[config.mk]
export PLATFORM = sky130hd
export DESIGN_NAME = pt_translator
export DESIGN_NICKNAME = d
export VERILOG_FILES = /design/src/rtl/pt_pkg.sv /design/src/rtl/pt_table.sv /design/src/rtl/pt_va_split.sv /design/src/rtl/pt_compose.sv /design/src/rtl/pt_translator.sv
export SDC_FILE = /design/constraint.sdc
export NUM_CORES = 1
export LEC_CHECK = 0
export ABC_CLOCK_PERIOD_IN_PS = 2300
export CORE_UTILIZATION = 57
export CTS_CLUSTER_SIZE = 30
export DETAILED_ROUTE_END_ITERATION = 12
export PLACE_DENSITY_LB_ADDON = 0.15
export SLEW_MARGIN = 25
export SYNTH_ARGS = -nofsm -noshare
export SYNTH_HDL_FRONTEND = slang
export SYNTH_HIERARCHICAL = 1
export SYNTH_SLANG_ARGS = --single-unit
export TNS_END_PERCENT = 5
[constraint.sdc]
create_clock -name clk -period 2.3 [get_ports clk]
set_input_delay 0.23 -clock clk [delete_from_list [all_inputs] [get_ports clk]]
set_output_delay 0.23 -clock clk [all_outputs]
set_load 0.05 [all_outputs]
[src/rtl/pt_pkg.sv]
package pt_pkg;
    localparam int unsigned PTE_W      = 32;
    localparam int unsigned PTE_MAP_IX = PTE_W - 1;

    typedef logic [PTE_W-1:0] pte_t;
endpackage

[src/rtl/pt_table.sv]
module pt_table
    import pt_pkg::*;
#(
    parameter int unsigned VPN_W = 2,
    localparam int unsigned SLOTS = 1 << VPN_W
) (
    input  logic             clk,
    input  logic             rst_n,
    input  logic             wr_en,
    input  logic [VPN_W-1:0] wr_idx,
    input  pte_t             wr_data,
    input  logic [VPN_W-1:0] rd_idx,
    output pte_t             rd_data
);
    pte_t slot_q [SLOTS];
    pte_t slot_d [SLOTS];

    always_comb begin
        slot_d = slot_q;
        if (wr_en) begin
            slot_d[wr_idx] = wr_data;
        end
    end

    always_ff @(posedge clk) begin
        if (!rst_n) begin
            for (int i = 0; i < SLOTS; i++) begin
                slot_q[i] <= '0;
            end
        end else begin
            slot_q <= slot_d;
        end
    end

    // Reads see registered contents: a same-cycle write is not yet visible.
    assign rd_data = slot_q[rd_idx];

    AST_TBL_WRITE_LANDS: assert property (@(posedge clk) disable iff (!rst_n)
        wr_en |=> slot_q[$past(wr_idx)] == $past(wr_data));
endmodule

[src/rtl/pt_va_split.sv]
module pt_va_split #(
    parameter int unsigned VA_PORT_W = 32,
    parameter int unsigned VA_W      = 14,
    parameter int unsigned OFF_W     = 12,
    localparam int unsigned VPN_W    = VA_W - OFF_W
) (
    input  logic [VA_PORT_W-1:0] vaddr,
    output logic [VPN_W-1:0]     vpn,
    output logic [OFF_W-1:0]     offset,
    output logic                 range_err
);
    assign offset = vaddr[OFF_W-1:0];
    assign vpn    = vaddr[VA_W-1:OFF_W];

    generate
        if (VA_PORT_W > VA_W) begin : g_range_chk
            assign range_err = |vaddr[VA_PORT_W-1:VA_W];
        end else begin : g_no_range_chk
            assign range_err = 1'b0;
        end
    endgenerate
endmodule

[src/rtl/pt_compose.sv]
module pt_compose
    import pt_pkg::*;
#(
    parameter int unsigned OFF_W = 12,
    parameter int unsigned PFN_W = 4,
    localparam int unsigned PA_W = PFN_W + OFF_W
) (
    input  pte_t             entry,
    input  logic [OFF_W-1:0] offset,
    output logic             mapped,
    output logic [PA_W-1:0]  paddr
);
    logic [PFN_W-1:0] pfn;

    assign mapped = entry[PTE_MAP_IX];
    assign pfn    = entry[PFN_W-1:0];
    assign paddr  = {pfn, {OFF_W{1'b0}}} | {{PFN_W{1'b0}}, offset};
endmodule

[src/rtl/pt_translator.sv]
module pt_translator
    import pt_pkg::*;
#(
    parameter int unsigned VA_PORT_W    = 32,
    parameter int unsigned ASPACE_BYTES = 16384,
    parameter int unsigned PMEM_BYTES   = 65536,
    parameter int unsigned PAGE_BYTES   = 4096,
    localparam int unsigned OFF_W = $clog2(PAGE_BYTES),
    localparam int unsigned VA_W  = $clog2(ASPACE_BYTES),
    localparam int unsigned PA_W  = $clog2(PMEM_BYTES),
    localparam int unsigned VPN_W = VA_W - OFF_W,
    localparam int unsigned PFN_W = PA_W - OFF_W
) (
    input  logic                 clk,
    input  logic                 rst_n,
    input  logic                 tbl_we,
    input  logic [VPN_W-1:0]     tbl_idx,
    input  logic [PTE_W-1:0]     tbl_data,
    input  logic                 req_valid,
    input  logic [VA_PORT_W-1:0] req_vaddr,
    output logic                 rsp_valid,
    output logic [PA_W-1:0]      rsp_paddr,
    output logic                 rsp_fault_unmapped,
    output logic                 rsp_fault_range
);
    typedef struct packed {
        logic            valid;
        logic            f_unm;
        logic            f_rng;
        logic [PA_W-1:0] pa;
    } rsp_t;

    logic [VPN_W-1:0] vpn;
    logic [OFF_W-1:0] offset;
    logic             range_err;
    pte_t             entry;
    logic             mapped;
    logic [PA_W-1:0]  paddr;
    rsp_t             rsp_d, rsp_q;

    pt_va_split #(
        .VA_PORT_W (VA_PORT_W),
        .VA_W      (VA_W),
        .OFF_W     (OFF_W)
    ) i_split (
        .vaddr     (req_vaddr),
        .vpn       (vpn),
        .offset    (offset),
        .range_err (range_err)
    );

    pt_table #(
        .VPN_W (VPN_W)
    ) i_table (
        .clk     (clk),
        .rst_n   (rst_n),
        .wr_en   (tbl_we),
        .wr_idx  (tbl_idx),
        .wr_data (tbl_data),
        .rd_idx  (vpn),
        .rd_data (entry)
    );

    pt_compose #(
        .OFF_W (OFF_W),
        .PFN_W (PFN_W)
    ) i_compose (
        .entry  (entry),
        .offset (offset),
        .mapped (mapped),
        .paddr  (paddr)
    );

    always_comb begin
        rsp_d = '0;
        if (req_valid) begin
            rsp_d.valid = 1'b1;
            if (range_err) begin
                rsp_d.f_rng = 1'b1;
            end else if (!mapped) begin
                rsp_d.f_unm = 1'b1;
            end else begin
                rsp_d.pa = paddr;
            end
        end
    end

    always_ff @(posedge clk) begin
        if (!rst_n) begin
            rsp_q <= '0;
        end else begin
            rsp_q <= rsp_d;
        end
    end

    assign rsp_valid          = rsp_q.valid;
    assign rsp_paddr          = rsp_q.pa;
    assign rsp_fault_unmapped = rsp_q.f_unm;
    assign rsp_fault_range    = rsp_q.f_rng;

    AST_RSP_FOLLOWS_REQ: assert property (@(posedge clk) disable iff (!rst_n)
        req_valid |=> rsp_valid);
    AST_IDLE_IS_QUIET: assert property (@(posedge clk) disable iff (!rst_n)
        !req_valid |=> (!rsp_valid && rsp_paddr == '0 && !rsp_fault_unmapped && !rsp_fault_range));
    AST_FAULT_ZEROES_PA: assert property (@(posedge clk) disable iff (!rst_n)
        (rsp_fault_unmapped || rsp_fault_range) |-> rsp_paddr == '0);
    AST_FAULTS_EXCLUSIVE: assert property (@(posedge clk) disable iff (!rst_n)
        !(rsp_fault_unmapped && rsp_fault_range));
    AST_RANGE_FLAGGED: assert property (@(posedge clk) disable iff (!rst_n)
        (req_valid && ((req_vaddr >> VA_W) != '0)) |=> rsp_fault_range);
    AST_OFFSET_KEPT: assert property (@(posedge clk) disable iff (!rst_n)
        (rsp_valid && !rsp_fault_unmapped && !rsp_fault_range)
            |-> rsp_paddr[OFF_W-1:0] == $past(req_vaddr[OFF_W-1:0]));
endmodule

==> results of run 1 <==
==> state kept, by name, indices dropped and copies added, names as in the netlist <==
signal / cells
rsp_paddr: 16
rsp_fault_range: 1
i_table/slot_q: 20
rsp_valid: 1
rsp_fault_unmapped: 1
==> cell type report <==
cell class,count,area share
clock inverter,1,0.00232
clock buffer,6,0.0238
timing repair buffer,64,0.293
multi-input combinational,80,0.294
tap,44,0.0255
sequential,39,0.362
==> worst max-delay path, stage by stage <==
cell             delay [ns]
clkdlybuf4s50_1        0.40
or4_1                  0.52
or4_1                  0.50
and4b_4                0.45
and2_2                 0.16
==> per-layer routing <==
layer	GRT usage	vias up
li1	-	555
met1	0.207	523
met2	0.363	44
met3	0.0747	6
met4	0.0986	0
met5	0	-
==> metrics by stage <==
step / TNS (ns) / std cells
floorplan: 0 / 173
global placement: 0 / 227
detailed placement: -0.490 / 227
CTS: 0 / 234
global route: 0 / 234
finish: 0 / 234
==> report_power, final <==
group	internal [mW]	total, mW	switching [mW]	leakage, nW
Clock	0.142	0.343	0.201	0.0341
Sequential	0.689	0.695	0.00622	0.316
Combinational	0.0911	0.140	0.0493	0.532
==> worst max-delay path by stage <==
stage             startpoint       endpoint  cells past startpoint
6_report       req_vaddr[19]   rsp_paddr[4]                      5
5_1_grt        req_vaddr[19]   rsp_paddr[4]                      5
4_1_cts        req_vaddr[19]   rsp_paddr[5]                      5
3_5_place_dp   req_vaddr[19]   rsp_paddr[9]                      5
3_3_place_gp   req_vaddr[19]  rsp_paddr[13]                      5
2_1_floorplan  req_vaddr[19]  rsp_paddr[10]                      5
==> results_dict.tcl, run 1 <==
set metrics [dict create \
    fp.coreArea_sq_mm 0.00305 \
    ctsHoldBuffers 0 \
    fp.dieW_um 58.6 \
    overflow 0 \
    cts_tree "yes" \
    initial_utilization 0.598 \
    cts_sinks 39 \
    layout-drive-gt1-share 0.168 \
    track_usage 0.202 \
    highest_layer "met4" \
    start_kind "input pin" \
    syn_nets 243 \
    dr.pass1.iters 4 \
    layout_commonest_cell "clkdlybuf4s50_1" \
    finalHoldViolCount 0 \
    path_class "input pin to flop" \
    power_density_mw_per_mm2 546 \
    grt_pass1_wl_um 5140 \
    row_count 20 \
    die_h_um 58.6 \
    max_cap_violations 0 \
    clockBufferDepth 2 \
    ir_drop_v 0.000366 \
    post_cts_buffers 0 \
    num-fill-cells 241 \
    worst-endpoint-arrival_ns 2.26 \
    portBuffers 61 \
    status "completed" \
    skew_ns 0.00380 \
    vias_per_cell 4.82 \
    grt_max_degree 17 \
    period_minus_slack_ns 1.98 \
    drt_iter0_drc 14 \
    placed_cell_area_sq_mm 0.00210 \
    setup_viol 0 \
    antenna_left 0 \
    fin_ws_ns 0.319 \
    vias 1128 \
    whs_ns 0.459 \
    routedWlPerCell_um 13.2 \
    worstPathRequired_ns 2.58 \
    final_area_sq_mm 0.00216 \
    met1_length_um 1150 \
    reg2reg_from "i_table/slot_q[31]" \
    worstRegToRegCells 3 \
    endpoint_kind "flop" \
    slew_viol_final 0 \
    drc_errors 0 \
    hold_path.class "input pin to flop" \
    num_antenna_cells 0 \
    yosysWarnings 6 \
    multi_input_area_sq_um 634 \
    reg2reg_setup_slack_ns 0.91 \
    cts_buffers 5 \
    cts.root.buffer_cell "clkbuf_4" \
    path_clk_slew_ns 0.10 \
    syn_avg_cell_area_sq_um 10.5 \
    gp_congestion 0.731 \
    layout_common_cells "clkdlybuf4s50_1, dfxtp_1, nand2_1, mux2i_1, and2_2" \
    ctsHtreeMaxLevel 2 \
    worstHoldStart "req_vaddr[1]" \
    p_leak_nw 0.882 \
    ctsResizeCount 0 \
    dr_wl_met2_um 1670 \
    area_delta_synth_final_pct 18.4 \
    hpwlAfterDp_um 2420 \
    met3WireLength_um 194 \
    netlist_area_sq_mm 0.00182 \
    dp_worst_setup_slack_ns -0.0382 \
    hold_path_depth 2 \
    rsz0062_at_grt "false" \
    wirelength_um 3080 \
    whs_endpoint "rsp_paddr[1]" \
    pin_count 89 \
    final_core_utilization 0.707 \
    seq_area_sq_um 781 \
    worstMarginPinSlew_ns 0.618 \
    maxSlewHeadroom 0.586 \
    clock_latency_ns 0.33 \
    r2r-end "rsp_paddr[4]" \
    syn_inst 173 \
    finalCritPeriodShare 0.861 \
    die-area_sq_mm 0.00343 \
    fmax_ghz 0.505 \
    antenna_found_initial 0 \
    num-nets-final 260 \
    critPathMaxFanout 16 \
    grt_pass1_vias 1171 \
    total_power_mw 1.18 \
]
Note: power is estimated with default switching activity, not from simulation.
==> inputs of run 2 (changes only) <==
- ABC_CLOCK_PERIOD_IN_PS: 2300 -> 1700
- CORE_UTILIZATION: 57 -> 52
- clock period: 2.3 -> 1.7 ns (I/O delays scaled with it)
==> run 2 against run 1 <==
  * First-iteration DRC count grew 57%
  * Cell count grew 2.1%
  * Non-clock buffer count grew 1
  * Die area grew 9.3%
  * Combinational power grew 36%
  * Count of clock-buffer cells in the layout shrank 1
  * Design area grew 4.3%
  * Sequential share of layout area shrank 1.5 points
==> results_dict.tcl, run 2 (synthesis results as in run 1) <==
set metrics [dict create \
    status "completed" \
    cp_top_family "simple AND/OR/NAND/NOR gates" \
    worstMarginPinSlew_ns 0.521 \
    cts_buffers 5 \
    placed_cell_area_sq_mm 0.00211 \
    num_antenna_cells 0 \
    clock_latency_ns 0.34 \
    maxSlewHeadroom 0.652 \
    tns_ns 0 \
    setup_viol 0 \
    routedWlPerCell_um 13.6 \
    initial_utilization 0.547 \
    final_area_sq_mm 0.00225 \
    fp.dieW_um 61.2 \
    grt_max_degree 21 \
    whs_ns 0.228 \
    clockBufferDepth 2 \
    hpwlAfterDp_um 2400 \
    layout-drive-gt1-share 0.197 \
    path_class "input pin to flop" \
    fp.coreArea_sq_mm 0.00334 \
    hold_path_depth 4 \
    ctsHoldBuffers 0 \
    worstRegToRegCells 3 \
    critPathMaxFanout 8 \
    drc_errors 0 \
    reg2reg_from "i_table/slot_q[31]" \
    top_register "i_table/slot_q" \
    met3WireLength_um 203 \
    dr_wl_met2_um 1770 \
    max_cap_violations 0 \
    power_frac_seq 0.539 \
    met1_length_um 1270 \
    die_h_um 61.2 \
    finalCritPeriodShare 0.996 \
    switching_power_mw 0.385 \
    worstHoldStart "req_vaddr[25]" \
    p_leak_nw 1.17 \
    p_sw_frac 0.221 \
    pin_count 89 \
    grt_pass1_wl_um 5010 \
    worstPathRequired_ns 2.00 \
    dp_worst_setup_slack_ns -0.588 \
    die-area_sq_mm 0.00375 \
    vias 1122 \
    worst-endpoint-arrival_ns 1.99 \
    hold_path.class "input pin to flop" \
    row_count 21 \
    intPower_mw 1.36 \
    post_cts_buffers 0 \
    fmax_ghz 0.591 \
    power_density_mw_per_mm2 776 \
    cts_tree "yes" \
    highest_layer "met4" \
    start_kind "input pin" \
    area_delta_synth_final_pct 23.5 \
    cts.root.buffer_cell "clkbuf_4" \
    endpoint_kind "flop" \
    ctsHtreeMaxLevel 2 \
    reg2reg_setup_slack_ns 0.25 \
    grt_pass1_vias 1123 \
    final_core_utilization 0.675 \
    antenna_found_initial 0 \
    overflow 0 \
    rsz0062_at_grt "true" \
    track_usage 0.196 \
    p_clk_frac 0.353 \
    wirelength_um 3260 \
    dr.pass1.iters 4 \
    layout_common_cells "dfxtp_1, clkdlybuf4s50_1, nand2_1, mux2i_1, dlymetal6s2s_1" \
    crit_chain "dlygate4sd2_1 -> or4_1 -> or4_4 -> and4b_4 -> and2_4" \
    finalHoldViolCount 0 \
    comb_power_share 0.109 \
    slew_viol_final 0 \
    fin_ws_ns 0.00761 \
    path_clk_slew_ns 0.12 \
    skew_ns 0.0154 \
    gp_congestion 0.693 \
    cts_sinks 39 \
    crit_slowest_cell "or4_4" \
    critical_path.max_stage_delay_ns 0.52 \
    num-nets-final 262 \
    whs_endpoint "rsp_fault_unmapped" \
    antenna_left 0 \
    portBuffers 61 \
    vias_per_cell 4.69 \
    drt_iter0_drc 22 \
    largest_register_ffs 20 \
    crit_buf_inv 1 \
    r2r-end "rsp_paddr[12]" \
    ir_drop_v 0.000482 \
    period_minus_slack_ns 1.69 \
]
[run 2: changes by cell type in the layout (fill, tap and decap cells not counted), moves of 2 or more]
cell and change:
and2_2 -4, and2_4 +4, clkdlybuf4s50_1 -22, dlygate4sd2_1 +8
dlymetal6s2s_1 +14, nor4_1 -2, nor4_2 +2
[run 2: layout make-up]
| type | count | area (sq um) |
|---|---|---|
| Multi-Input combinational cell | 81 | 667 |
| Fill cell | 264 | 1080 |
| Tap cell | 46 | 57.6 |
| Sequential cell | 39 | 781 |
| Clock inverter | 3 | 43.8 |
| Timing Repair Buffer | 65 | 666 |
| Clock buffer | 5 | 37.5 |
[run 2: repair_timing]
action                     4_1_cts  5_1_grt
resized for setup               12       17
setup endpoints to repair       16       29
cloned                           1        0
pin swaps                        7        4
[run 2: metrics by stage]
step                power (mW)  cells
global route              1.83    239
CTS                       1.76    239
finish                    1.75    239
detailed placement        1.15    230
floorplan                 1.11    173
global placement          1.15    230
[run 2: how the worst max path moves through the flow]
stage / start / endpoint / slack (ns) / cells past startpoint
6_report: req_vaddr[21] / rsp_paddr[7] / 0.008 / 5
4_1_cts: req_vaddr[23] / rsp_paddr[7] / 0.006 / 6
5_1_grt: rsp_paddr[3] / rsp_paddr[3] / -0.02 / 1
3_5_place_dp: req_vaddr[19] / rsp_paddr[7] / -0.59 / 5
2_1_floorplan: req_vaddr[19] / rsp_paddr[10] / -0.11 / 5
3_3_place_gp: req_vaddr[19] / rsp_paddr[9] / -0.53 / 5
[run 2: power by group through the flow]
stage	Combinational [mW]	Sequential [mW]	Clock (mW)
after CTS	0.191	0.941	0.626
after floorplan	0.141	0.968	0
after global routing	0.204	0.944	0.678
after detailed placement	0.193	0.961	0
final	0.190	0.941	0.616
after global placement	0.189	0.961	0
[run 2: tightest hold or removal path: stages]
cell and delay, ns:
dlymetal6s2s_1 0.08, or4_1 0.11, or4_4 0.13, nor3b_1 0.05
[run 2: layer usage]
metal / GRT usage / vias to the layer above
met4: 0.0747 / 0
li1: - / 568
met3: 0.0735 / 4
met5: 0 / -
met2: 0.359 / 36
met1: 0.202 / 514
